<file path="config.mk">
export PLATFORM = sky130hd
export DESIGN_NAME = card_window_mapper
export DESIGN_NICKNAME = d
export VERILOG_FILES = /design/src/rtl/card_win_pkg.sv /design/src/rtl/card_win_decode.sv /design/src/rtl/card_win_space_sel.sv /design/src/rtl/card_win_seq.sv /design/src/rtl/card_window_mapper.sv
export SDC_FILE = /design/constraint.sdc
export NUM_CORES = 1
export LEC_CHECK = 0
export ABC_AREA = 1
export BUFFER_PORTS_ARGS = -buffer_cell sky130_fd_sc_hd__buf_4
export CAP_MARGIN = 10
export CORE_MARGIN = 3
export CORE_UTILIZATION = 35
export DETAILED_ROUTE_END_ITERATION = 7
export MAX_ROUTING_LAYER = met4
export SYNTH_ARGS = -nofsm -noshare
export SYNTH_HDL_FRONTEND = slang
export SYNTH_SLANG_ARGS = --single-unit
</file>
<file path="constraint.sdc">
create_clock -name clk -period 1.95 [get_ports clk]
set_input_delay 0.0975 -clock clk [delete_from_list [all_inputs] [get_ports clk]]
set_output_delay 0.0975 -clock clk [all_outputs]
set_load 0.005 [all_outputs]
</file>
<file path="src/rtl/card_win_pkg.sv">
package card_win_pkg;

    localparam int BASE_W = 6;
    localparam int LEN_W  = 5;
    localparam int TIM_W  = 2;
    localparam int CTL_W  = 16;

    typedef enum logic [1:0] {
        SP_ATTR = 2'b00,
        SP_COMM = 2'b01,
        SP_IO   = 2'b10,
        SP_ALT  = 2'b11
    } space_e;

    typedef struct packed {
        logic [BASE_W-1:0] base;
        space_e            space;
        logic [TIM_W-1:0]  dly;
        logic [LEN_W-1:0]  len;
        logic [TIM_W-1:0]  rec;
        logic [TIM_W-1:0]  wdly;
        logic              wreq;
    } win_cfg_t;

    typedef enum logic [2:0] {
        ST_IDLE,
        ST_SETUP,
        ST_STROBE,
        ST_WAIT,
        ST_TMO,
        ST_RECOVER,
        ST_DONE
    } seq_state_e;

    function automatic win_cfg_t unpack_cfg(input logic [CTL_W-1:0] wa,
                                            input logic [CTL_W-1:0] wb);
        win_cfg_t c;
        c.base  = wa[5:0];
        c.space = space_e'(wa[7:6]);
        c.dly   = wa[9:8];
        c.len   = wa[14:10];
        c.rec   = wb[4:3];
        c.wdly  = wb[2:1];
        c.wreq  = wb[0];
        return c;
    endfunction

endpackage

</file>
<file path="src/rtl/card_win_decode.sv">
module card_win_decode
    import card_win_pkg::*;
#(
    parameter int NWIN      = 3,
    parameter int PAGE_BITS = 20,
    parameter int WSEL_W    = 2
) (
    input  logic [NWIN*CTL_W-1:0]        ctl_a,
    input  logic [NWIN*CTL_W-1:0]        ctl_b,
    input  logic [WSEL_W+PAGE_BITS-1:0]  addr,
    output logic                         hit,
    output win_cfg_t                     cfg
);
    logic [WSEL_W-1:0] idx;
    win_cfg_t          per_win [NWIN];

    assign idx = addr[WSEL_W+PAGE_BITS-1:PAGE_BITS];

    for (genvar w = 0; w < NWIN; w++) begin : g_win
        assign per_win[w] = unpack_cfg(ctl_a[w*CTL_W +: CTL_W],
                                       ctl_b[w*CTL_W +: CTL_W]);
    end

    always_comb begin
        hit = 1'b0;
        cfg = '0;
        for (int w = 0; w < NWIN; w++) begin
            if (int'(idx) == w) begin
                hit = 1'b1;
                cfg = per_win[w];
            end
        end
    end
endmodule

</file>
<file path="src/rtl/card_win_space_sel.sv">
module card_win_space_sel
    import card_win_pkg::*;
(
    input  space_e space,
    input  logic   active,
    output logic   sel_attr,
    output logic   sel_comm,
    output logic   sel_io
);
    always_comb begin
        sel_attr = 1'b0;
        sel_comm = 1'b0;
        sel_io   = 1'b0;
        if (active) begin
            unique case (space)
                SP_ATTR:         sel_attr = 1'b1;
                SP_IO:           sel_io   = 1'b1;
                SP_COMM, SP_ALT: sel_comm = 1'b1;
            endcase
        end
    end
endmodule

</file>
<file path="src/rtl/card_win_seq.sv">
module card_win_seq
    import card_win_pkg::*;
#(
    parameter int WAIT_CAP = 256
) (
    input  logic     clk,
    input  logic     rst_n,
    input  logic     start,
    input  logic     reject,
    input  win_cfg_t cfg_in,
    input  logic     card_wait,
    output logic     drive_sel,
    output logic     drive_cmd,
    output logic     ack,
    output logic     ack_err,
    output logic     tmo,
    output logic     load
);
    localparam int WCNT_W = (WAIT_CAP > 1) ? $clog2(WAIT_CAP) : 1;
    localparam logic [WCNT_W-1:0] WLAST = WCNT_W'(WAIT_CAP - 1);

    seq_state_e          state_q, state_d;
    logic [LEN_W-1:0]    cnt_q;
    logic [LEN_W-1:0]    pos_q;
    logic [LEN_W-1:0]    len_q;
    logic [LEN_W-1:0]    smp_q;
    logic [TIM_W-1:0]    rec_q;
    logic                wreq_q;
    logic [WCNT_W-1:0]   wcnt_q;
    logic                err_q;

    logic strobe_last, hit_sample;
    assign strobe_last = (pos_q == len_q);
    assign hit_sample  = wreq_q && (pos_q == smp_q) && card_wait;
    assign load        = (state_q == ST_IDLE) && start;

    // next-state logic
    always_comb begin
        state_d = state_q;
        unique case (state_q)
            ST_IDLE:    if (start) state_d = reject ? ST_DONE : ST_SETUP;
            ST_SETUP:   if (cnt_q == '0) state_d = ST_STROBE;
            ST_STROBE: begin
                if (hit_sample)       state_d = ST_WAIT;
                else if (strobe_last) state_d = ST_RECOVER;
            end
            ST_WAIT: begin
                if (!card_wait)            state_d = strobe_last ? ST_RECOVER : ST_STROBE;
                else if (wcnt_q == WLAST)  state_d = ST_TMO;
            end
            ST_TMO:     state_d = ST_RECOVER;
            ST_RECOVER: if (cnt_q == '0) state_d = ST_DONE;
            ST_DONE:    state_d = ST_IDLE;
            default:    state_d = ST_IDLE;
        endcase
    end

    // state register
    always_ff @(posedge clk) begin
        if (!rst_n) state_q <= ST_IDLE;
        else        state_q <= state_d;
    end

    // counters and per-access timing
    always_ff @(posedge clk) begin
        if (!rst_n) begin
            cnt_q  <= '0;
            pos_q  <= '0;
            len_q  <= '0;
            smp_q  <= '0;
            rec_q  <= '0;
            wreq_q <= 1'b0;
            wcnt_q <= '0;
            err_q  <= 1'b0;
        end else begin
            unique case (state_q)
                ST_IDLE: if (start) begin
                    err_q  <= reject;
                    cnt_q  <= LEN_W'(cfg_in.dly);
                    len_q  <= cfg_in.len;
                    rec_q  <= cfg_in.rec;
                    wreq_q <= cfg_in.wreq;
                    smp_q  <= (LEN_W'(cfg_in.wdly) > cfg_in.len) ? cfg_in.len
                                                                 : LEN_W'(cfg_in.wdly);
                    pos_q  <= '0;
                end
                ST_SETUP: if (cnt_q != '0) cnt_q <= cnt_q - 1'b1;
                ST_STROBE: begin
                    if (hit_sample)       wcnt_q <= '0;
                    else if (strobe_last) cnt_q  <= LEN_W'(rec_q);
                    else                  pos_q  <= pos_q + 1'b1;
                end
                ST_WAIT: begin
                    if (!card_wait) begin
                        if (strobe_last) cnt_q <= LEN_W'(rec_q);
                        else             pos_q <= pos_q + 1'b1;
                    end else begin
                        wcnt_q <= wcnt_q + 1'b1;
                    end
                end
                ST_TMO: begin
                    err_q <= 1'b1;
                    cnt_q <= LEN_W'(rec_q);
                end
                ST_RECOVER: if (cnt_q != '0) cnt_q <= cnt_q - 1'b1;
                ST_DONE: ;
                default: ;
            endcase
        end
    end

    // outputs
    always_comb begin
        drive_sel = 1'b0;
        drive_cmd = 1'b0;
        ack       = 1'b0;
        ack_err   = 1'b0;
        tmo       = 1'b0;
        unique case (state_q)
            ST_SETUP:           drive_sel = 1'b1;
            ST_STROBE, ST_WAIT: begin
                drive_sel = 1'b1;
                drive_cmd = 1'b1;
            end
            ST_TMO:             tmo = 1'b1;
            ST_DONE: begin
                ack     = 1'b1;
                ack_err = err_q;
            end
            default: ;
        endcase
    end
endmodule

</file>
<file path="src/rtl/card_window_mapper.sv">
module card_window_mapper
    import card_win_pkg::*;
#(
    parameter  int NWIN      = 3,
    parameter  int PAGE_BITS = 20,
    parameter  int WAIT_CAP  = 256,
    localparam int WSEL_W    = $clog2(NWIN + 1),
    localparam int HOST_AW   = WSEL_W + PAGE_BITS,
    localparam int CARD_AW   = BASE_W + PAGE_BITS
) (
    input  logic                    clk,
    input  logic                    rst_n,
    input  logic                    port_en,
    input  logic [NWIN*CTL_W-1:0]   win_ctl_a,
    input  logic [NWIN*CTL_W-1:0]   win_ctl_b,
    input  logic                    host_req,
    input  logic [HOST_AW-1:0]      host_addr,
    output logic                    host_ack,
    output logic                    host_err,
    output logic [CARD_AW-1:0]      card_addr,
    output logic                    card_sel_attr,
    output logic                    card_sel_comm,
    output logic                    card_sel_io,
    output logic                    card_cmd,
    input  logic                    card_wait,
    output logic                    card_timeout
);
    win_cfg_t             cfg_now;
    logic                 win_hit;
    logic                 seq_load;
    logic                 drive_sel;
    space_e               space_q;
    logic [CARD_AW-1:0]   addr_q;

    card_win_decode #(
        .NWIN(NWIN), .PAGE_BITS(PAGE_BITS), .WSEL_W(WSEL_W)
    ) u_dec (
        .ctl_a(win_ctl_a),
        .ctl_b(win_ctl_b),
        .addr (host_addr),
        .hit  (win_hit),
        .cfg  (cfg_now)
    );

    card_win_seq #(.WAIT_CAP(WAIT_CAP)) u_seq (
        .clk      (clk),
        .rst_n    (rst_n),
        .start    (host_req),
        .reject   (!win_hit || !port_en),
        .cfg_in   (cfg_now),
        .card_wait(card_wait),
        .drive_sel(drive_sel),
        .drive_cmd(card_cmd),
        .ack      (host_ack),
        .ack_err  (host_err),
        .tmo      (card_timeout),
        .load     (seq_load)
    );

    always_ff @(posedge clk) begin
        if (!rst_n) begin
            addr_q  <= '0;
            space_q <= SP_ATTR;
        end else if (seq_load && win_hit && port_en) begin
            addr_q  <= {cfg_now.base, host_addr[PAGE_BITS-1:0]};
            space_q <= cfg_now.space;
        end
    end

    assign card_addr = addr_q;

    card_win_space_sel u_sel (
        .space   (space_q),
        .active  (drive_sel),
        .sel_attr(card_sel_attr),
        .sel_comm(card_sel_comm),
        .sel_io  (card_sel_io)
    );
endmodule

</file>
# Word-level counts from Yosys, hierarchy flattened
# Index checks and enable logic that the tools add are counted.
# op_classes
add_sub_neg	3
magnitude_cmp	1
n_eq_ne	24
n_mux	44
n_reduce_logical	27
# ops
cell	n
two-way mux 20 bit	3
two-way mux 5 bit	10
two-way mux 3 bit	9
one-hot mux 5 bit (5 select lines)	1
one-hot mux 3 bit (6 select lines)	1
two-way mux 8 bit	2
one-hot mux 8 bit (2 select lines)	1
two-way mux 1 bit	15
one-hot mux 5 bit (3 select lines)	1
equality test 5 bit	2
AND reduction 5 bit	2
nonzero test 5 bit	2
equality test 3 bit, second input constant	3
adder 8 x 1 -> 8 bit, second input constant	1
equality test 2 bit, second input constant	4
equality test 8 bit, second input constant	1
inequality test 2 x 1 -> 1 bit, second input constant	4
inequality test 2 bit, second input constant	4
equality test 3 x 2 -> 1 bit, second input constant	2
OR reduction 2 bit	3
adder 5 x 1 -> 5 bit, second input constant	1
greater-than comparator 2 x 5 -> 1 bit	1
logical AND 1 bit	5
logical NOT 5 bit	1
other kinds (16)	20
# word_totals
register_bits	63

# Longest topological paths before layout
# logic_depth
ltp_word	9
depth_mapped	15
depth_no_buf	14

# Cells and area by module
# From an unflattened synthesis, not the netlist that was laid out.
# unflattened
hier_cells	619
area_unflattened_um2	3822.4
# by_module_without_submodules
module	n_inst	cells_each	area_each_um2
card_win_seq	1	339	2179.6
card_window_mapper	1	179	1161.1
card_win_decode	1	94	455.4
card_win_space_sel	1	7	26.3

# Least setup slack after synthesis
# OpenSTA, ideal clock, no wires.
# synth_path
path_type	input-to-reg
from	in host_addr[21]
to	reg u_seq.smp_q[0]
arrival_time_ns	1.766
setup_slack_ns	0.120
path_stages	14
n_path_buf	1
path_cell_list	buf_2 > nor2_2 > inv_1 > or2_0 > o221ai_1 > inv_1 > ha_1 > nand2_1 > o21ai_0 > nor2_1 > nand2_1 > o21ai_0 > nor2_1 > nor2_1
# synth_lines
element	line_no	text
from (decl)	card_window_mapper.sv:17	input logic [HOST_AW-1:0] host_addr,
to (signal assigned)	card_win_seq.sv:83	smp_q <= (LEN_W'(cfg_in.wdly) > cfg_in.len) ? cfg_in.len
to (decl)	card_win_seq.sv:26	logic [LEN_W-1:0] smp_q;

# Worst setup path after layout
# layout_path
from	reg u_seq.pos_q[2]
to	reg u_seq.wcnt_q[4]
# layout_via
elab_chain_len	5
# layout_rtl
element	line_no	text
from (decl)	card_win_seq.sv:24	logic [LEN_W-1:0] pos_q;
from (signal assigned)	card_win_seq.sv:91	else pos_q <= pos_q + 1'b1;
from (signal assigned)	card_win_seq.sv:96	else pos_q <= pos_q + 1'b1;
equality test 5 bit	card_win_seq.sv:34	assign hit_sample = wreq_q && (pos_q == smp_q) && card_wait;
logical AND 1 bit (2 in series)	card_win_seq.sv:34	
inequality test 2 x 1 -> 1 bit (no source line)	n/a	
AND reduction 3 bit (no source line)	n/a	
to (signal assigned)	card_win_seq.sv:98	wcnt_q <= wcnt_q + 1'b1;
to (decl)	card_win_seq.sv:29	logic [WCNT_W-1:0] wcnt_q;
# No other way between the ends.
# A chain may end at the register's enable or synchronous reset.

==> summary.md <==
| Metric | Value |
|---|---|
| Status | `finished clean` |
| Drt via density | `about 4.7` |
| Non-filler cells, final | `between 700 and 800` |
| Fin. Hold Viols | `0` |
| Post-DRT Antenna Nets | `0` |
| R2R Setup Slk | `0.26 ns` |
| Comb power frac | `36.6%` |
| Setup bufs post-CTS | `0` |
| Area occupied by multi-input gates | `between 0.0015 and 0.002 mm²` |
| Worst-margin pin slew | `about 0.5 ns` |
| # setup viols final | `0` |
| Syn nets | `~650` |
| Detailed Routing Iterations Pass 1 | `4` |
| Leading area contributor after synthesis | `dfxtp_1` |
| Post-route cell area | `0.00483 mm²` |
| Sequential power share | `between 30% and 40%` |
| Num CTS Buffers | `9` |
| Pwr/cell area | `1010 mW/mm²` |
| Switching share of power | `35.5%` |
| Maxcap violations | `0` |
| Net Sw Power | `1.74 mW` |
| Wire length on met3 | `between 400 and 500 µm` |
| Dpl cells | `766` |
| Row count | `35` |
| Port Buffers | `roughly 120` |
| Crit Path Class | `flop to flop` |
| Critical Path Source Type | `flop` |
| Maximum root-to-sink buffer count | `2` |
| DRT iter0 DRCs | `approximately 140` |
| Critical path's most frequent cell | `nand2_1` |
| Post-synth cell types | `38` |
| Met1 Wirelength | `4.40 mm` |
| Via count | `~3700` |
| Metal2 WL | `between 4 and 5 mm` |
| Die area | `~0.011 mm²` |
| Unrepaired setup endpoints after global routing | `false` |
| Sequential fraction of the synthesis area | `a little under two fifths` |
| Synthesis-to-layout area growth | `40.5%` |
| CTS clock-pin slew for the worst setup and hold paths | `~0.08 ns` |
| Setup Skew | `0.00990 ns` |
| Hold/Removal Path Class | `primary input to flop` |
| Detailed Place HPWL | `between 7 and 8 mm` |
| Fmax | `approximately 0.59 GHz` |
| CTS tree | `built` |
| Leak Pwr | `about 2.3 nW` |
| GRT Util Overall | `17.9%` |
| Vias in the first global route | `~3500` |
| TNS Setup | `0 ns` |
| Synth Area per Inst | `around 6.6 µm²` |
| Commonest cells after routing, fill and taps aside | `nand2_1 (131), buf_4 (131), nor2_1 (98)` |
| Placer's final routability congestion estimate | `between 0.8 and 0.9` |
| CP max FO | `8` |
| Antenna violations before repair | `0` |
| Largest family of logic cells by synthesized area | `simple AND/OR/NAND/NOR gates` |
| Layout cells sized above 1 | `between 20% and 30%` |
| Post-synthesis compound-gate area fraction | `between 15 and 20%` |
| DP Area | `0.00449 mm²` |
| Worst-Skew Late Latency | `0.34 ns` |
| # fillers | `983` |
| Gr ovfl total | `0` |
| ANT cells | `0` |
| Routed len/inst | `12.2 µm` |
| Pint | `between 3 and 4 mW` |
| Core area | `around 0.0094 mm²` |
| CP max stage delay | `around 0.41 ns` |
| Drt total wl | `roughly 9.6 mm` |
| Reg area | `0.00126 mm²` |
| H-tree depth | `3` |
| Highest routed layer | `met4` |
| CP required | `roughly 2.2 ns` |
| Clk pwr share | `between 20% and 30%` |
| Largest net degree at the start of global routing | `37` |
| Setup crit end kind | `flop` |
| Post-Synth Adder-Cell Area | `2.18%` |
| Worst VDD drop | `between 0.3 and 0.4 mV` |
| Nets | `around 790` |
| FF+latch count, synth | `between 60 and 70` |
| Worst slew margin | `about two thirds` |
| Post-route clock period utilization | `86.5%` |
| First-pass GRT wire length | `16.0 mm` |
| Slowest-stage cell, CP | `dfxtp_1` |
| Yosys Warn Count | `0` |
| Minimum clock period | `approximately 1.7 ns` |
| Critical path cell sequence | `inv_2 > nand2_1 > nand2_1 > nor2_1 > nand4_4 > nand2_2 > buf_4 > nand3b_1 > a21boi_1` |
| Synthesized instance count | `around 520` |
| Simple-gate area share of the yosys netlist | `35.5%` |
| Ports | `156` |
| Clk root buf | `clkbuf_8` |
| Die Span X | `between 100 and 150 µm` |
| Multiplexer share of the synthesized area | `0%` |
| Largest cells by area after synthesis | `dfxtp_1 (37%), nand2_1 (14%), nor2_1 (11%)` |
| Starting Density | `a little over a third` |
| DRC viols | `0` |
| Synth Cell Area | `between 0.003 and 0.004 mm²` |
| XOR/XNOR Fraction of Synth Area | `less than 1%` |
| CTS Sinks | `between 60 and 70` |
| Critical path arrival | `just under 2 ns` |
| Slew Viols, Final | `0` |
| Die H | `around 110 µm` |
| Synth top area share | `36.7%` |
==> routing by layer <==
| layer | vias to the layer above | GRT usage [%] |
|---|---|---|
| met5 | - | - |
| met4 | 0 | 4.50 |
| met3 | 8 | 4.63 |
| met2 | 93 | 29.1 |
| met1 | 1641 | 22.3 |
| li1 | 1966 | - |
==> critical path, delay by kind of cell (launching register included) <==
family                 cells  cell delay [ns]
AO/OA/AOI/OAI              1             0.15
flip-flops                 1             0.41
buffers and inverters      2             0.24
AND/OR/NAND/NOR            6             0.81
==> registers in the layout (all words and copies together), names as in the netlist <==
signal and count:
card_addr 26, space_q 2, u_seq.cnt_q 5, u_seq.err_q 1
u_seq.len_q 5, u_seq.pos_q 5, u_seq.rec_q 2, u_seq.smp_q 5
u_seq.state_q 3, u_seq.wcnt_q 8, u_seq.wreq_q 1
==> timing repair <==
action	CTS	global route
hold buffers	8	1
gates resized for setup	0	0
hold endpoints to repair	8	1
setup endpoints to repair	0	0
==> synthesized netlist by cell type <==
| cell type | instances |
|---|---|
| nand2_1 | 131 |
| nor2_1 | 98 |
| dfxtp_1 | 63 |
| inv_1 | 47 |
| o21ai_0 | 40 |
| a21oi_1 | 23 |
| nand3_1 | 18 |
| a41oi_1 | 11 |
| o21ai_1 | 9 |
| clkbuf_1 | 8 |
| inv_2 | 8 |
| nand4_1 | 8 |
| buf_2 | 7 |
| ha_1 | 6 |
| nor2_2 | 6 |
| nor3_1 | 5 |
| nand2_2 | 4 |
| nand3_2 | 3 |
| o221ai_1 | 3 |
| a211oi_1 | 2 |
| a21boi_1 | 2 |
| buf_6 | 2 |
| nor3b_1 | 2 |
| o211ai_1 | 2 |
| xor2_1 | 2 |
| a21boi_0 | 1 |
| a22oi_1 | 1 |
| a31o_2 | 1 |
| and2_4 | 1 |
| inv_4 | 1 |
| nand2_4 | 1 |
| nand3b_1 | 1 |
| nand4_4 | 1 |
| nor2_4 | 1 |
| nor3_4 | 1 |
| or2_0 | 1 |
| or2_2 | 1 |
| xnor2_1 | 1 |
==> metrics by stage <==
stage                     power [mW]  hold WS [ns]  util [%]  setup slack, ns
after CTS                       4.95      0.000151      51.4            0.235
after detailed placement        3.52         0.355      47.9           0.0621
after global routing            5.28       0.00493      51.5           0.0564
after floorplan                 2.88         0.261         -            0.120
after global placement          3.50         0.349      47.9            0.159
final                           4.90        0.0142      51.5            0.264
==> final timing paths <==
check / startpoint / to / depth (start not counted)
setup / recovery: u_seq.pos_q[2] / u_seq.wcnt_q[4] / 9
hold / removal: host_addr[15] / card_addr[15] / 3
setup reg to reg: u_seq.pos_q[2] / u_seq.wcnt_q[4] / 9
hold reg to reg: u_seq.smp_q[3] / u_seq.smp_q[3] / 2
==> power by group through the flow <==
stage	registers [mW]	clock network (mW)	logic (mW)
floorplan	1.70	0	1.18
global placement	1.73	0	1.76
detailed placement	1.74	0	1.78
CTS	1.71	1.44	1.80
global route	1.74	1.50	2.04
finish	1.71	1.39	1.79
==> cell type report <==
class	count	area share, %
repair buffers	140	22.2
clock buffers	9	2.57
clock inverters	7	2.51
inverters	56	4.41
multi-input cells	387	38.8
well taps	129	3.34
flip-flops and latches	63	26.1
==> kinds of logic after synthesis <==
group	after synthesis
xor gates and xnor gates	3
buffers and inverters	73
and+or+nand+nor	283
AOI/OAI and AO/OA	95
DFF	63
adders and majority gates	6
Note: power is estimated with default switching activity, not from simulation.
